===== src/rtl/wiper_pkg.sv =====
package wiper_pkg;
  typedef enum logic [1:0] {
    STEP_NONE = 2'd0,
    STEP_UP   = 2'd1,
    STEP_DN   = 2'd2
  } step_e;
endpackage


===== src/rtl/wiper_step_sampler.sv =====
module wiper_step_sampler
  import wiper_pkg::*;
#(
  parameter int SYNC_LEN = 2
) (
  input  logic  clk,
  input  logic  rst,
  input  logic  bus_scl,
  input  logic  bus_sda,
  input  logic  step_arm,
  input  logic  step_stop,
  output logic  step_mode,
  output step_e step_cmd
);
  logic [SYNC_LEN-1:0] scl_sh, sda_sh;
  logic                scl_prev;
  logic                scl_q, sda_q;

  assign scl_q = scl_sh[SYNC_LEN-1];
  assign sda_q = sda_sh[SYNC_LEN-1];

  // Bus lines idle high, so the synchronizers reset to ones.
  always_ff @(posedge clk) begin
    if (rst) begin
      scl_sh   <= '1;
      sda_sh   <= '1;
      scl_prev <= 1'b1;
    end else begin
      scl_sh   <= {scl_sh[SYNC_LEN-2:0], bus_scl};
      sda_sh   <= {sda_sh[SYNC_LEN-2:0], bus_sda};
      scl_prev <= scl_q;
    end
  end

  // A stop condition overrides an arm pulse in the same cycle.
  always_ff @(posedge clk) begin
    if (rst || step_stop) step_mode <= 1'b0;
    else if (step_arm)    step_mode <= 1'b1;
  end

  always_comb begin
    step_cmd = STEP_NONE;
    if (step_mode && scl_q && !scl_prev)
      step_cmd = sda_q ? STEP_UP : STEP_DN;
  end
endmodule


===== src/rtl/wiper_pos_reg.sv =====
module wiper_pos_reg
  import wiper_pkg::*;
#(
  parameter int POS_W = 6
) (
  input  logic             clk,
  input  logic             rst,
  input  logic [POS_W-1:0] recall_val,
  input  logic             wr_load,
  input  logic [POS_W-1:0] wr_data,
  input  logic             xfr_load,
  input  logic [POS_W-1:0] xfr_data,
  input  step_e            step_cmd,
  output logic [POS_W-1:0] pos
);
  localparam logic [POS_W-1:0] POS_MAX = {POS_W{1'b1}};
  localparam logic [POS_W-1:0] POS_MIN = '0;

  always_ff @(posedge clk) begin
    if (rst)                                  pos <= recall_val;
    else if (wr_load)                         pos <= wr_data;
    else if (xfr_load)                        pos <= xfr_data;
    else if (step_cmd == STEP_UP && pos != POS_MAX) pos <= pos + 1'b1;
    else if (step_cmd == STEP_DN && pos != POS_MIN) pos <= pos - 1'b1;
  end
endmodule


===== src/rtl/wiper_tap_decode.sv =====
module wiper_tap_decode #(
  parameter int POS_W = 6
) (
  input  logic                  clk,
  input  logic                  rst,
  input  logic [POS_W-1:0]      recall_val,
  input  logic [POS_W-1:0]      pos,
  output logic [(1<<POS_W)-1:0] tap_sel
);
  localparam int TAPS = 1 << POS_W;

  logic [POS_W-1:0] sel;
  assign sel = rst ? recall_val : pos;

  for (genvar i = 0; i < TAPS; i++) begin : g_tap
    always_ff @(posedge clk) tap_sel[i] <= (sel == POS_W'(i));
  end
endmodule


===== src/rtl/wiper_ctrl.sv =====
module wiper_ctrl
  import wiper_pkg::*;
#(
  parameter int POS_W    = 6,
  parameter int SYNC_LEN = 2,
  localparam int TAPS    = 1 << POS_W
) (
  input  logic             clk,
  input  logic             rst,
  input  logic [POS_W-1:0] recall_val,
  input  logic             wr_load,
  input  logic [POS_W-1:0] wr_data,
  input  logic             xfr_load,
  input  logic [POS_W-1:0] xfr_data,
  input  logic             step_arm,
  input  logic             step_stop,
  input  logic             bus_scl,
  input  logic             bus_sda,
  output logic [POS_W-1:0] pos,
  output logic [TAPS-1:0]  tap_sel
);
  logic  step_mode;
  step_e step_cmd;

  wiper_step_sampler #(.SYNC_LEN(SYNC_LEN)) u_sampler (
    .clk(clk), .rst(rst), .bus_scl(bus_scl), .bus_sda(bus_sda),
    .step_arm(step_arm), .step_stop(step_stop),
    .step_mode(step_mode), .step_cmd(step_cmd)
  );

  wiper_pos_reg #(.POS_W(POS_W)) u_pos (
    .clk(clk), .rst(rst), .recall_val(recall_val),
    .wr_load(wr_load), .wr_data(wr_data),
    .xfr_load(xfr_load), .xfr_data(xfr_data),
    .step_cmd(step_cmd), .pos(pos)
  );

  wiper_tap_decode #(.POS_W(POS_W)) u_dec (
    .clk(clk), .rst(rst), .recall_val(recall_val),
    .pos(pos), .tap_sel(tap_sel)
  );
endmodule


===== config.mk =====
export PLATFORM = sky130hd
export DESIGN_NAME = wiper_ctrl
export DESIGN_NICKNAME = d
export VERILOG_FILES = /design/src/rtl/wiper_pkg.sv /design/src/rtl/wiper_step_sampler.sv /design/src/rtl/wiper_pos_reg.sv /design/src/rtl/wiper_tap_decode.sv /design/src/rtl/wiper_ctrl.sv
export SDC_FILE = /design/constraint.sdc
export NUM_CORES = 1
export LEC_CHECK = 0
export BUFFER_PORTS_ARGS = -buffer_cell sky130_fd_sc_hd__buf_4
export CAP_MARGIN = 10
export CORE_ASPECT_RATIO = 1.2
export CORE_MARGIN = 3
export CORE_UTILIZATION = 35
export DETAILED_ROUTE_END_ITERATION = 10
export PLACE_DENSITY = 0.69
export SYNTH_ARGS = -nofsm -noshare
export SYNTH_HDL_FRONTEND = slang
export SYNTH_SLANG_ARGS = --single-unit

===== constraint.sdc =====
create_clock -name clk -period 5.3 [get_ports clk]
set_clock_uncertainty 0.05 [all_clocks]
set_input_delay 0.265 -clock clk [delete_from_list [all_inputs] [get_ports clk]]
set_output_delay 0.265 -clock clk [all_outputs]
set_load 0.02 [all_outputs]

==> Word-level counts from Yosys, hierarchy flattened <==
Cells that the tools add are included.
{ "word_totals": {"register_bits": 76, "out_inout_bits": 70, "wordCells": 154} }
{ "op_classes": {"addsub": 2, "eq_ne": 66, "muxes": 8, "n_reduce_logical": 9} }
{ "ops": {"columns": ["op", "n"], "rows": [
  ["6-bit equality test, second input constant", 32],
  ["6-bit by 5-bit equality test with 1-bit output, second input constant", 16],
  ["6-bit by 4-bit equality test with 1-bit output, second input constant", 8],
  ["6-bit 2-to-1 mux", 6],
  ["6-bit by 3-bit equality test with 1-bit output, second input constant", 4],
  ["6-bit by 2-bit equality test with 1-bit output, second input constant", 2],
  ["6-bit by 1-bit adder with 6-bit output, second input constant", 1],
  ["6-bit by 1-bit equality test with 1-bit output, second input constant", 1],
  ["6-bit zero test", 1],
  ["6-bit != test, second input constant", 1],
  ["6-bit nonzero test", 1],
  ["6-bit by 1-bit subtractor with 6-bit output, second input constant", 1],
  ["5-bit nonzero test", 1],
  ["1-bit logical AND", 4],
  ["2-bit 2-to-1 mux", 2],
  ["2-bit by 1-bit equality test with 1-bit output, second input constant", 1],
  ["2-bit equality test, second input constant", 1],
  ["1-bit zero test", 1],
  ["1-bit logical OR", 1]
]} }

==> Depth between registers and ports, before layout <==
Gate-level depths: netlist of run 1.
{ "logic_depth": {"depth_word": 10, "depth_mapped": 9, "ltp_nobuf": 8} }

==> Modules after synthesis <==
From an unflattened synthesis of run 1, not the netlist that was laid out.
{ "unflattened": {"hier_cells": 274, "area_unflattened_um2": 3116.7} }
{ "by_module_without_submodules": {"columns": ["module", "n_inst", "cells_each", "area_per_inst_um2", "seq_area_each_um2"], "rows": [
  ["wiper_tap_decode", 1, 190, 2327.2, 1281.2],
  ["wiper_pos_reg", 1, 68, 608.1, 180.2],
  ["wiper_step_sampler", 1, 16, 181.4, 120.1]
]} }

==> Least setup slack after synthesis of run 1 <==
No wires, ideal clock.
{ "synth_path": {"kind": "register to register", "from": "register u_pos.pos[0]", "to": "register u_pos.pos[5] (data pin)", "arrival_time_ns": 2.216, "required_time_ns": 4.985, "setup_slack_ns": 2.769, "stages_incl_launch_ff": 10, "n_path_buf": 1, "path_cell_list": "edfxtp_1 -> buf_2 -> nand2_1 -> o31ai_4 -> ha_1 -> a211oi_1 -> o21bai_1 -> a21oi_1 -> xor2_1 -> a21oi_1"} }
{ "synth_between": {"elab_chain_cells": 6} }
{ "synth_rtl": {"columns": ["item", "line", "text"], "rows": [
  ["start: declaration", "wiper_pos_reg.sv:14", "output logic [POS_W-1:0] pos"],
  ["start signal: assignment", "wiper_pos_reg.sv:20", "if (rst) pos <= recall_val;"],
  ["start signal: assignment", "wiper_pos_reg.sv:21", "else if (wr_load) pos <= wr_data;"],
  ["start signal: assignment", "wiper_pos_reg.sv:22", "else if (xfr_load) pos <= xfr_data;"],
  ["6-bit by 1-bit subtractor with 6-bit output / 6-bit != test (equally long branches)", "wiper_pos_reg.sv:24, wiper_pos_reg.sv:23", null],
  ["6-bit 2-to-1 mux / 1-bit logical AND (equally long branches)", "wiper_pos_reg.sv:24, wiper_pos_reg.sv:23", null],
  ["6-bit 2-to-1 mux (*)", "wiper_pos_reg.sv:23", "else if (step_cmd == STEP_UP && pos != POS_MAX) pos <= pos + 1'b1;"],
  ["6-bit 2-to-1 mux (*)", "wiper_pos_reg.sv:22", null],
  ["6-bit 2-to-1 mux (*)", "wiper_pos_reg.sv:21", null],
  ["6-bit 2-to-1 mux (*)", "wiper_pos_reg.sv:20", null]
]} }
Every way passes the cells marked *; elsewhere a longest branch is shown, timed or not. The select of a mux whose other input is x is not followed.
A chain may end at the register's enable or synchronous reset.

==> Worst setup path in the final report of run 1 <==
Same ends and word-level chain as after synthesis.

==> results of run 1 <==
## registers in the layout, indices dropped and copies added (netlist names)
signal	cells
u_dec.tap_sel	64
u_pos.pos	6
u_sampler.scl_prev	1
u_sampler.scl_sh	2
u_sampler.sda_sh	2
u_sampler.step_mode	1
## layout by cell type, fill, tap and decap left out, types with 2 or more instances in the layout
master	count
o31ai_1	2
mux2i_1	3
bufinv_16	2
o21ai_0	5
inv_6	2
o32ai_2	4
or2_2	5
nor3_1	6
nand2b_1	3
a21o_1	2
a21oi_1	6
a31oi_2	2
nor2_1	72
buf_4	95
xor2_1	3
o32a_1	2
dfxtp_1	70
inv_1	8
a211oi_1	5
nor3b_1	2
edfxtp_1	6
o22ai_1	2
clkbuf_8	9
ha_1	4
nand2_1	25
## worst max-delay path, stage by stage (launching register included)
cell,delay [ps]
edfxtp_1,580
nand2_1,200
o31ai_4,410
ha_1,330
a211oi_1,310
o21bai_1,120
a21oi_1,190
xor2_1,150
a21oi_1,70
## metrics by stage
step	setup WS (ps)	std cells	total power [mW]	utilization [%]	hold WS [ps]
after global placement	2760	429	0.771	48.0	342
final	2640	445	1.24	51.2	19.7
after global routing	2380	445	1.29	51.2	21.1
after CTS	2640	445	1.25	51.2	0.823
after floorplan	2770	258	0.714	-	292
after detailed placement	2670	429	0.773	48.0	346
## routing by layer
layer  vias up  share of wire (%)  GRT usage [%]  wire (um)
li1       1051                  -              -          -
met4         0               0.96           4.02         62
met2        81                 48           27.7       3100
met3         6                8.2           6.08        529
met1       924                 43           18.4       2790
met5         -                  0              0          0
## how the worst max path moves through the flow
stage	startpoint	end	slack (ps)
after floorplan	u_pos.pos[0]	u_pos.pos[5]	2770
after global placement	u_pos.pos[0]	u_pos.pos[5]	2760
after detailed placement	u_pos.pos[0]	u_pos.pos[5]	2670
after CTS	u_pos.pos[0]	u_pos.pos[5]	2640
after global routing	u_pos.pos[0]	u_pos.pos[3]	2380
final	u_pos.pos[0]	u_pos.pos[5]	2640
## synth_stat cells, types with 2 or more instances
cell	n
buf_6	2
o31ai_1	2
nor2_1	72
edfxtp_1	6
inv_1	8
or2_2	5
nor3b_1	2
xor2_1	3
ha_1	4
a31oi_1	2
nand2_1	25
clkbuf_1	3
a211oi_1	5
mux2i_1	3
nor3_1	6
o32ai_2	4
o22ai_1	2
a21oi_1	6
nand2b_1	3
a21o_1	2
o32a_1	2
o21ai_0	5
dfxtp_1	70
buf_2	5
## kinds of logic (layout without fill, tap and decap cells)
kind of cell	count (synthesis)	after routing
DFF	76	76
adders and majority gates	5	5
and+or+nand+nor	115	115
xor gates and xnor gates	3	3
muxes	3	3
buffers and inverters	19	119
AOI/OAI and AO/OA	37	37
## power groups by stage
stage | logic (mW) | registers [mW] | clock network [mW]
final | 0.149 | 0.610 | 0.486
after detailed placement | 0.150 | 0.623 | 0
after global placement | 0.149 | 0.622 | 0
after floorplan | 0.0790 | 0.635 | 0
after global routing | 0.165 | 0.613 | 0.514
after CTS | 0.150 | 0.610 | 0.494
## final cells by class
cell class	instances	area (um2)	area share (%)
timing repair buffer	95	713	20.0
clock buffer	9	124	3.47
sequential	76	1580	44.3
inverter	8	30.0	0.841
multi-input combinational	163	916	25.6
clock inverter	7	98.8	2.77
tap	87	109	3.05
==> impl_metrics.json, run 1 <==
{
  "place_congestion": 0.883,
  "synth_warnings": 0,
  "vdd_drop_max_mv": 0.177,
  "syn-num-nets": 289,
  "power_leakage_nw": 1.56,
  "cts_tree": "yes",
  "numCtsBuffers": 9,
  "grt_usage_pct": 15.9,
  "coreArea_um2": 6980,
  "vias_per_cell": 4.63,
  "worst-r2r-cell-count": 8,
  "syn_inst": 258,
  "grt_overflow": 0,
  "final_area_um2": 3570,
  "finalSetupViolCount": 0,
  "timing.rr.start": "u_pos.pos[0]",
  "grt_max_degree": 37,
  "r2r_setup_slack_ps": 2640,
  "cts.sinks": 76,
  "drtPass1Iterations": 4,
  "first_iter_violations": 57,
  "grt_pass1_vias": 2092,
  "post_synth.cell_area_avg_um2": 10.0,
  "hold_depth": 2,
  "pwr-share-clk_pct": 39.0,
  "holdCritPathClass": "input port to flip-flop",
  "fmax_ghz": 0.376,
  "seq_area_frac_synth_pct": 61.3,
  "holdPathEnd": "u_sampler.step_mode",
  "final.period_utilization_pct": 50.2,
  "io_buffers": 95,
  "synth_mux_area_share_pct": 1.16,
  "synthAdderAreaFrac_pct": 2.71,
  "slew_viol_final": 0,
  "layout-drive-gt1-share_pct": 34.4,
  "crit_path_max_fanout": 10,
  "worst_slew_pin_slew_ps": 1010,
  "synth-seq-cells": 76,
  "grt_antenna_before_repair": 0,
  "dp_hpwl_um": 4840,
  "rsz0062_at_grt": "no",
  "yosysTopAreaCell": "dfxtp_1",
  "grt_pass1_wl_um": 10500,
  "synthToLayoutAreaGrowth_pct": 38.4,
  "yosys.cell_types.count": 35,
  "synthSimpleGateAreaFrac_pct": 18.4,
  "synth_compound_area_share_pct": 11.7,
  "min_from": "step_stop",
  "clkTransAtPathRegs_ps": 80,
  "cts_setup_buffers": 0,
  "cp.required_ps": 5340,
  "top_level_ports": 96,
  "wl_um": 6480,
  "clk_path_buf_depth": 2,
  "cp-end-kind": "flip-flop",
  "worst_ep_arrival_time_ps": 2700,
  "reg2reg_to": "u_pos.pos[5]",
  "ant_nets": 0,
  "vias": 2062,
  "htree_num_levels": 3,
  "worstSkewPairLatency_ps": 340,
  "synth_xor_area_share_pct": 1.02,
  "slew_headroom_pct": 32.0,
  "cap_violations": 0,
  "p_sw_share_pct": 26.0,
  "start_kind": "flip-flop",
  "die_area_um2": 8450,
  "async_flop_share_pct": 0,
  "finalHoldViolCount": 0,
  "start_util_pct": 37.0,
  "die-width_um": 84.4,
  "p_int_mw": 0.921,
  "p_per_area_nw_per_um2": 348,
  "path_class": "flip-flop to flip-flop",
  "postPlaceCellArea_um2": 3350,
  "status": "complete, no violations",
  "synth_top_area_share_pct": 54.3,
  "rows": 33,
  "num-nets-final": 384,
  "diodes": 0,
  "yosys-top-cells-area": "dfxtp_1 54%, nor2_1 10%, edfxtp_1 7.0%",
  "fin_crit_ps": 2660,
  "syn-cell-area_um2": 2580,
  "combPwrFrac_pct": 11.9,
  "ctsHoldBuffers": 0,
  "switchingPower_mw": 0.323,
  "fillerInstances": 656,
  "fin_tns_setup_ps": 0,
  "die_y_um": 100,
  "synth_flop_cell": "dfxtp_1",
  "clock-root-buffer": "clkbuf_8",
  "post_drt_wl_per_cell_um": 14.6,
  "post_cts_resize_count": 0,
  "drt_drc_violations_left": 0,
  "seqPwrFrac_pct": 49.0,
  "synth_edf_count": 6,
  "synth_top_family_by_area": "simple AND/OR/NAND/NOR gates"
}
Note: power is estimated with default switching activity, not from simulation.
==> run 2, diff against run 1 <==
==> constraint.sdc (replaced) <==
create_clock -name clk -period 2.5 [get_ports clk]
set_clock_uncertainty 0.05 [all_clocks]
set_input_delay 0.125 -clock clk [delete_from_list [all_inputs] [get_ports clk]]
set_output_delay 0.125 -clock clk [all_outputs]
set_load 0.02 [all_outputs]
==> run 2 against run 1 <==
Effect of this change:
- via count up 5.4%
- clock power rose by 92%
- design area grew 2.7%
- global-route usage down 0.69 points
- core utilization rose by 1.4 points
==> impl_metrics.json, run 2 (synthesis gave the netlist of run 1 again) <==
{
  "largest_reg_flops": 64,
  "p_sw_share_pct": 26.8,
  "dp_cells": 438,
  "wl_um": 6400,
  "die_y_um": 100,
  "clk_path_buf_depth": 2,
  "die-width_um": 84.4,
  "p_int_mw": 1.88,
  "vias": 2173,
  "final_cell_mix": "106 x buf_4, 72 x nor2_1, 70 x dfxtp_1",
  "grt_overflow": 0,
  "dp_hpwl_um": 4850,
  "worst-r2r-cell-count": 9,
  "start_util_pct": 37.0,
  "diodes": 0,
  "grt_antenna_before_repair": 0,
  "cp.required_ps": 2540,
  "status": "complete, no violations",
  "vias_per_cell": 4.72,
  "drtPass1Iterations": 4,
  "largestRegisters": "u_dec.tap_sel: 64 flops, u_pos.pos: 6 flops",
  "pwr-share-clk_pct": 36.5,
  "worstSkewPairLatency_ps": 330,
  "hold_depth": 3,
  "cp_cell_sequence": "and4b_1 -> o31ai_4 -> buf_4 -> fa_1 -> a21o_1 -> a21oi_1 -> xor2_1 -> o21ai_0 -> o311a_1",
  "grt_max_degree": 37,
  "finalHoldViolCount": 0,
  "power_leakage_nw": 1.62,
  "worst_slew_pin_slew_ps": 723,
  "fmax_ghz": 0.413,
  "cp-end-kind": "flip-flop",
  "holdCritPathClass": "input port to flip-flop",
  "layout-drive-gt1-share_pct": 35.7,
  "p_per_area_nw_per_um2": 699,
  "io_buffers": 95,
  "place_congestion": 0.817,
  "postPlaceCellArea_um2": 3400,
  "clkTransAtPathRegs_ps": 80,
  "switchingPower_mw": 0.686,
  "cts_tree": "yes",
  "drt_drc_violations_left": 0,
  "clock-root-buffer": "clkbuf_8",
  "fin_crit_ps": 2420,
  "final_area_um2": 3670,
  "path_class": "flip-flop to flip-flop",
  "synthToLayoutAreaGrowth_pct": 42.1,
  "rows": 33,
  "slew_viol_final": 0,
  "utilization_pct": 52.6,
  "crit_path_max_fanout": 6,
  "final_cells": 460,
  "fin_tns_setup_ps": 0,
  "num-nets-final": 399,
  "top_level_ports": 96,
  "die_area_um2": 8450,
  "final_common_cell": "buf_4",
  "final.period_utilization_pct": 96.8,
  "largest-register": "u_dec.tap_sel",
  "critPathMaxStageDelay_ps": 390,
  "grt_pass1_wl_um": 10200,
  "worst_ep_arrival_time_ps": 2460,
  "slew_headroom_pct": 51.8,
  "vdd_drop_max_mv": 0.333,
  "finalSetupViolCount": 0,
  "start_kind": "flip-flop",
  "cts.sinks": 76,
  "grt_usage_pct": 15.2,
  "layout_setup_ws_ps": 79.4,
  "rsz0062_at_grt": "yes",
  "crit_path_top_delay_cell": "fa_1",
  "cap_violations": 0,
  "numCtsBuffers": 9,
  "coreArea_um2": 6980,
  "post_drt_wl_per_cell_um": 13.9,
  "combPwrFrac_pct": 14.0,
  "preCtsSetupSlack_ps": 146,
  "first_iter_violations": 62,
  "ant_nets": 0,
  "grt_pass1_vias": 2125,
  "htree_num_levels": 3,
  "seqPwrFrac_pct": 49.6
}
## run 2: cell count changes in the layout (fill, tap and decap cells not counted)
cell,change
inv_6,+1
bufinv_16,-1
a31oi_1,+2
clkinvlp_4,+1
clkinv_2,-1
dlygate4sd3_1,+4
a211oi_1,-1
a31oi_2,-2
a211oi_2,+1
buf_4,+11
## run 2: path summary, 6_finish.rpt
check | start | end | slack, ps
min reg2reg | u_sampler.sda_sh[0] | u_sampler.sda_sh[1] | 360
min | recall_val[0] | u_pos.pos[0] | 60
max | u_sampler.sda_sh[1] | u_pos.pos[4] | 80
max reg2reg | u_sampler.sda_sh[1] | u_pos.pos[4] | 80
## run 2: area by class of cell
cell class / instances / area (um2)
Multi-Input combinational cell: 163 / 908
Tap cell: 87 / 109
Inverter: 8 / 30.0
Clock buffer: 9 / 124
Timing Repair Buffer: 110 / 836
Clock inverter: 7 / 80.1
Sequential cell: 76 / 1580
Fill cell: 631 / 3310
## run 2: worst max-delay path, delay by kind of cell, from the launching register on
| kind | cells | cell delay, ps |
|---|---|---|
| XOR/XNOR | 1 | 150 |
| flip-flops | 1 | 370 |
| AND/OR/NAND/NOR | 1 | 300 |
| AO/OA/AOI/OAI | 5 | 750 |
| buffers and inverters | 1 | 160 |
| adder cells (fa/ha/maj) | 1 | 390 |
## run 2: power by group through the flow
| stage | registers [mW] | logic [mW] | clock network, mW |
|---|---|---|---|
| floorplan | 1.35 | 0.167 | 0 |
| global placement | 1.30 | 0.349 | 0 |
| detailed placement | 1.30 | 0.354 | 0 |
| CTS | 1.27 | 0.360 | 0.952 |
| global route | 1.27 | 0.391 | 0.998 |
| finish | 1.27 | 0.358 | 0.935 |
## run 2: metal layers
layer,track usage [%],vias up,part of all wire (%)
li1,-,1080,-
met1,17.8,1007,41
met2,26.4,79,50
met3,4.43,7,7.3
met4,5.60,0,1.2
met5,0,-,0
## run 2: repair_timing
item                       in CTS  in global routing
gates resized for setup         0                  1
setup endpoints to repair       0                  2
hold buffers                    4                  0
setup buffers                   0                  2
hold endpoints to repair        3                  0
## run 2: per-stage QoR
stage	hold slack (ps)	power, mW
after detailed placement	240	1.65
after global routing	66.8	2.66
after floorplan	152	1.51
final	60.7	2.56
after global placement	237	1.65
after CTS	45.2	2.58
